<file path="src/rtl/irq_poll_pkg.sv">
package irq_poll_pkg;

    typedef enum logic [1:0] {
        ST_IDLE = 2'd0,
        ST_SCAN = 2'd1,
        ST_HOLD = 2'd2
    } poll_state_e;

endpackage

</file>
<file path="src/rtl/irq_req_sampler.sv">
module irq_req_sampler (
    input  logic clk,
    input  logic rst,
    input  logic arm,
    input  logic irq_req,
    output logic req_seen
);
    typedef struct packed {
        logic seen;
    } smp_t;

    smp_t smp_d, smp_q;

    always_comb begin
        smp_d      = smp_q;
        // only a sample taken while armed counts; disarmed cycles clear it
        smp_d.seen = arm & irq_req;
    end

    always_ff @(posedge clk) begin
        if (rst) smp_q <= '0;
        else     smp_q <= smp_d;
    end

    assign req_seen = smp_q.seen;

    // a request sample only survives from a cycle that was armed
    p_seen_needs_arm_r7: assert property (@(posedge clk) disable iff (rst)
        req_seen |-> $past(arm));
endmodule

</file>
<file path="src/rtl/poll_addr_ctr.sv">
module poll_addr_ctr #(
    parameter int NUM_DEV = 8,
    parameter int ADDR_W  = $clog2(NUM_DEV)
) (
    input  logic              clk,
    input  logic              rst,
    input  logic              clr,
    input  logic              step,
    output logic [ADDR_W-1:0] addr,
    output logic              last
);
    localparam logic [ADDR_W-1:0] LAST_ADDR = ADDR_W'(NUM_DEV - 1);

    typedef struct packed {
        logic [ADDR_W-1:0] addr;
    } ctr_t;

    ctr_t ctr_d, ctr_q;

    always_comb begin
        ctr_d = ctr_q;
        if (clr) begin
            ctr_d.addr = '0;
        end else if (step && (ctr_q.addr != LAST_ADDR)) begin
            ctr_d.addr = ctr_q.addr + ADDR_W'(1);
        end
    end

    always_ff @(posedge clk) begin
        if (rst) ctr_q <= '0;
        else     ctr_q <= ctr_d;
    end

    assign addr = ctr_q.addr;
    assign last = (ctr_q.addr == LAST_ADDR);

    p_no_overflow_r3: assert property (@(posedge clk) disable iff (rst)
        addr <= LAST_ADDR);
endmodule

</file>
<file path="src/rtl/irq_poll_seq.sv">
module irq_poll_seq #(
    parameter int NUM_DEV = 8,
    parameter int ADDR_W  = $clog2(NUM_DEV)
) (
    input  logic              clk,
    input  logic              rst,
    input  logic              irq_req,
    input  logic              poll_rsp,
    input  logic              found_ack,
    output logic [ADDR_W-1:0] poll_addr,
    output logic              poll_active,
    output logic              found_vld,
    output logic [ADDR_W-1:0] found_idx,
    output logic              spurious
);
    import irq_poll_pkg::*;

    typedef struct packed {
        poll_state_e       state;
        logic [ADDR_W-1:0] idx;
        logic              spur;
    } seq_t;

    seq_t seq_d, seq_q;

    logic              req_seen;
    logic              arm;
    logic              ctr_clr;
    logic              ctr_step;
    logic [ADDR_W-1:0] cur_addr;
    logic              cur_last;

    assign arm = (seq_q.state == ST_IDLE);

    irq_req_sampler u_sampler (
        .clk      (clk),
        .rst      (rst),
        .arm      (arm),
        .irq_req  (irq_req),
        .req_seen (req_seen)
    );

    poll_addr_ctr #(
        .NUM_DEV (NUM_DEV),
        .ADDR_W  (ADDR_W)
    ) u_ctr (
        .clk  (clk),
        .rst  (rst),
        .clr  (ctr_clr),
        .step (ctr_step),
        .addr (cur_addr),
        .last (cur_last)
    );

    always_comb begin
        seq_d      = seq_q;
        seq_d.spur = 1'b0;
        ctr_clr    = 1'b0;
        ctr_step   = 1'b0;
        unique case (seq_q.state)
            ST_IDLE: begin
                ctr_clr = 1'b1;
                if (req_seen) seq_d.state = ST_SCAN;
            end
            ST_SCAN: begin
                if (poll_rsp) begin
                    seq_d.idx   = cur_addr;
                    seq_d.state = ST_HOLD;
                    ctr_clr     = 1'b1;
                end else if (cur_last) begin
                    seq_d.spur  = 1'b1;
                    seq_d.state = ST_IDLE;
                    ctr_clr     = 1'b1;
                end else begin
                    ctr_step = 1'b1;
                end
            end
            ST_HOLD: begin
                ctr_clr = 1'b1;
                if (found_ack) seq_d.state = ST_IDLE;
            end
            default: begin
                seq_d.state = ST_IDLE;
                ctr_clr     = 1'b1;
            end
        endcase
    end

    always_ff @(posedge clk) begin
        if (rst) begin
            seq_q.state <= ST_IDLE;
            seq_q.idx   <= '0;
            seq_q.spur  <= 1'b0;
        end else begin
            seq_q <= seq_d;
        end
    end

    assign poll_addr   = cur_addr;
    assign poll_active = (seq_q.state == ST_SCAN);
    assign found_vld   = (seq_q.state == ST_HOLD);
    assign found_idx   = seq_q.idx;
    assign spurious    = seq_q.spur;

    // at most one of the three status outputs at a time
    p_excl_status_r1: assert property (@(posedge clk) disable iff (rst)
        $onehot0({poll_active, found_vld, spurious}));

    p_first_addr_r2: assert property (@(posedge clk) disable iff (rst)
        $rose(poll_active) |-> (poll_addr == '0));

    p_addr_step_r3: assert property (@(posedge clk) disable iff (rst)
        (poll_active && $past(poll_active)) |-> (poll_addr == $past(poll_addr) + ADDR_W'(1)));

    p_stop_on_rsp_r4: assert property (@(posedge clk) disable iff (rst)
        (poll_active && poll_rsp) |=> (found_vld && found_idx == $past(poll_addr)));

    p_hold_stable_r5: assert property (@(posedge clk) disable iff (rst)
        (found_vld && !found_ack) |=> (found_vld && $stable(found_idx)));

    p_addr_zero_idle_r5: assert property (@(posedge clk) disable iff (rst)
        !poll_active |-> (poll_addr == '0));

    p_spur_pulse_r6: assert property (@(posedge clk) disable iff (rst)
        spurious |=> !spurious);

    p_rearm_gap_r7: assert property (@(posedge clk) disable iff (rst)
        $fell(found_vld) |=> !poll_active);
endmodule

</file>
<file path="config.mk">
export PLATFORM = sky130hd
export DESIGN_NAME = irq_poll_seq
export DESIGN_NICKNAME = d
export VERILOG_FILES = /design/src/rtl/irq_poll_pkg.sv /design/src/rtl/irq_req_sampler.sv /design/src/rtl/poll_addr_ctr.sv /design/src/rtl/irq_poll_seq.sv
export SDC_FILE = /design/constraint.sdc
export NUM_CORES = 1
export LEC_CHECK = 0
export ABC_AREA = 1
export CAP_MARGIN = 10
export CORE_AREA = 3 3 40 42
export CTS_BUF_LIST = sky130_fd_sc_hd__clkbuf_4
export DETAILED_ROUTE_END_ITERATION = 10
export DIE_AREA = 0 0 43 45
export SLEW_MARGIN = 40
export SYNTH_ARGS = -nofsm -noshare
export SYNTH_HDL_FRONTEND = slang
export SYNTH_HIERARCHICAL = 1
export SYNTH_SLANG_ARGS = --single-unit
</file>
<file path="constraint.sdc">
create_clock -name clk -period 1.6 [get_ports clk]
set_input_delay 0.32 -clock clk [delete_from_list [all_inputs] [get_ports clk]]
set_output_delay 0.32 -clock clk [all_outputs]
set_load 0.01 [all_outputs]
</file>
==> flow_summary_export.csv <==
group,metric,value,unit
run_status,outcome,"finished clean",
worst_setup_path,cp_num_buf_inv,1,
grt,grt_max_degree,8,
synth,netlist_instances,67,
synth,ys_async_sr_fraction,0,%
synth,synth_edf_count,0,
timing,slew_violations,0,
pwr,p_total,486,µW
grt,grt_usage,11.2,%
pwr,power.leakage,0.000316,µW
pwr,powerDensity,746,mW/mm²
timing,tightest_slew,0.231,ns
synth,ys_warn_count,6,
synth,synth_common_cells,"nor2_1, nand2_1, dfxtp_1, inv_1, nand3_1",
hold_path,hp-class,"flip-flop to flip-flop",
timing,hold_violations,0,
grt,gr-max-usage-layer,"met1",
placement,hpwlAfterDp,659,µm
timing,skew,0.00425,ns
worst_setup_path,critical-path-max-stage-delay,0.56,ns
clock_tree,clock_latency,0.26,ns
clock_tree,htreeDepth,1,
grt,overflow,0,
detailed_routing,antenna_left,0,
worst_setup_path,cp.required,1.28,ns
detailed_routing,drc_errors,0,
worst_setup_path,endpoint_kind,"output port",
synth,synth.distinct_cells,14,
clock_tree,clockBufferDepth,2,
synth,yosysTopAreaCell,"dfxtp_1",
grt,antenna_found_initial,0,
floorplanning,start_util,37.3,%
floorplanning,fp.dieH,45,µm
clock_tree,post_cts_buffers,0,
timing,worst_slack,0.0744,ns
worst_setup_path,crit_path_max_fanout,4,
timing,period_share,95.3,%
timing,period_needed,1.53,ns
worst_setup_path,cp_slowest_cell,"clkdlybuf4s50_1",
synth,synth.area.top_cells,"dfxtp_1, nor2_1, nand2_1",
synth,syn_avg_cell_area,7.15,µm²
clock_tree,cts.clk_slew.worst_paths,0.06,ns
grt,use_met1,14.8,%
synth,ys_seq_elements,10,
worst_setup_path,criticalPathCategory,"flip-flop to output port",
grt,use_met3,3.59,%
timing,relSlewSlack,84.6,%
detailed_routing,first_pass_iters,4,
grt,grt_pass1_vias,370,
synth,synth_nets,74,
worst_setup_path,r2r_cells,9,
detailed_routing,wire_per_inst,9.44,µm
final_layout,diodes,0,
detailed_routing,routed_wl,925,µm
grt,grt_first_pass_wirelength,1.57,mm
grt,use_met2,14.7,%
floorplanning,pin_count,14,
pwr,peakVddDrop,0.414,mV
placement,numPortBuffers,13,
final_layout,drive_above_1_share,19.3,%
detailed_routing,viasPerCell,4.36,
timing,setup_viol,0,
worst_setup_path,cp.depth,1,
clock_tree,cts-root-buf,"clkbuf_4",
placement,gp_congestion,0.717,
timing,rsz0062_at_grt,"no",
floorplanning,dieArea,0.00194,mm²
job,drv_cap,0,
synth,synth.cell_area,479,µm²
clock_tree,cts_tree,"done",
final_layout,fin_nets,92,
worst_setup_path,cpLargestDelayFamily,"buffers and inverters",
detailed_routing,drtIter0Drc,11,
timing,fmax,0.655,GHz
worst_setup_path,crit_chain,"clkdlybuf4s50_1",
synth,ys_seq_area_share,41.8,%
hold_path,min_delay_path_depth,2,
worst_setup_path,worst_setup_path_start_kind,"flip-flop",
clock_tree,holdBufCountCts,0,
floorplanning,num_rows,13,
clock_tree,clkSinkCount,10,
floorplanning,die_x,43,µm
final_layout,synthToLayoutAreaGrowth,36.0,%
clock_tree,numCtsBuffers,3,
detailed_routing,vias,427,
floorplanning,coreArea,0.00128,mm²
synth,synth_flop_cell,"dfxtp_1",
synth,yosysTopAreaCellShare,41.8,%
timing,tns,0,ns
final_layout,utilization,50.7,%
placement,place_ws,0.139,ns
worst_setup_path,worstPathArrival,1.21,ns
synth,yosysMostFrequentCell,"nor2_1",
[cells by family after synthesis]
logic type | Yosys count | share of synthesized area [%]
simple gates | 38 | 36.0
buf+inv | 15 | 14.1
flops | 10 | 41.8
compound gates | 2 | 2.87
fa+ha+maj | 2 | 5.22
[through the flow]
step,cell area (µm²),instances,hold WS (ns)
2_1_floorplan,479,67,0.382
3_3_place_gp,628,95,0.478
3_5_place_dp,628,95,0.472
4_1_cts,649,98,0.475
5_1_grt,652,98,0.497
6_report,652,98,0.473
[layout by cell type, fill, tap and decap left out]
cell	count
nand2_1	12
a21oi_2	1
inv_2	2
nand2_2	1
nand3_1	4
a21oi_1	1
nor3b_2	1
dlygate4sd2_1	2
nor2_2	3
dlymetal6s2s_1	1
ha_1	2
inv_1	10
dfxtp_2	1
clkbuf_4	3
nand3_2	1
nor2_1	16
buf_4	3
dfxtp_1	9
clkdlybuf4s50_1	10
[area by class of cell]
class / instances / area [µm²]
flip-flops and latches: 10 / 201
inverters: 12 / 45.0
repair buffers: 16 / 153
well taps: 15 / 18.8
multi-input cells: 42 / 211
fillers: 126 / 633
clock buffers: 3 / 22.5
[where the power goes]
part           internal, µW  switching, µW  leakage, µW
Combinational          29.5           28.7     0.000221
Sequential              257           4.84    0.0000816
Clock                  86.6           79.8    0.0000138
Total                   373            113     0.000316
[path summary, 6_finish.rpt]
kind,startpoint,to,slack [ns]
max reg2reg,u_ctr/addr[1],u_ctr/addr[1],0.19
max,u_ctr/addr[2],poll_addr[2],0.07
min,u_sampler/req_seen,seq_q[4],0.47
min reg2reg,u_sampler/req_seen,seq_q[4],0.47
[worst register-to-register path, delay by kind of cell, from the launching register on]
family        cells  cell delay (ns)
simple gates      5             0.46
fa+ha+maj         2             0.39
buf+inv           2             0.17
flops             1             0.33
[registers in the layout, summed over array words and instances (netlist names)]
name                count
u_ctr/addr              3
seq_q                   2
found_idx               3
u_sampler/req_seen      1
spurious                1
[per-layer routing]
metal	wire length, µm	up-vias
met5	0	-
met4	23	0
met3	35	4
met2	414	14
met1	451	179
li1	-	230
[timing repair]
| item | in CTS | in global routing |
|---|---|---|
| cloned | 0 | 0 |
| hold endpoints to repair | 0 | 0 |
| setup endpoints to repair | 2 | 1 |
| resized for setup | 3 | 1 |
(Power assumes the default switching activity.)
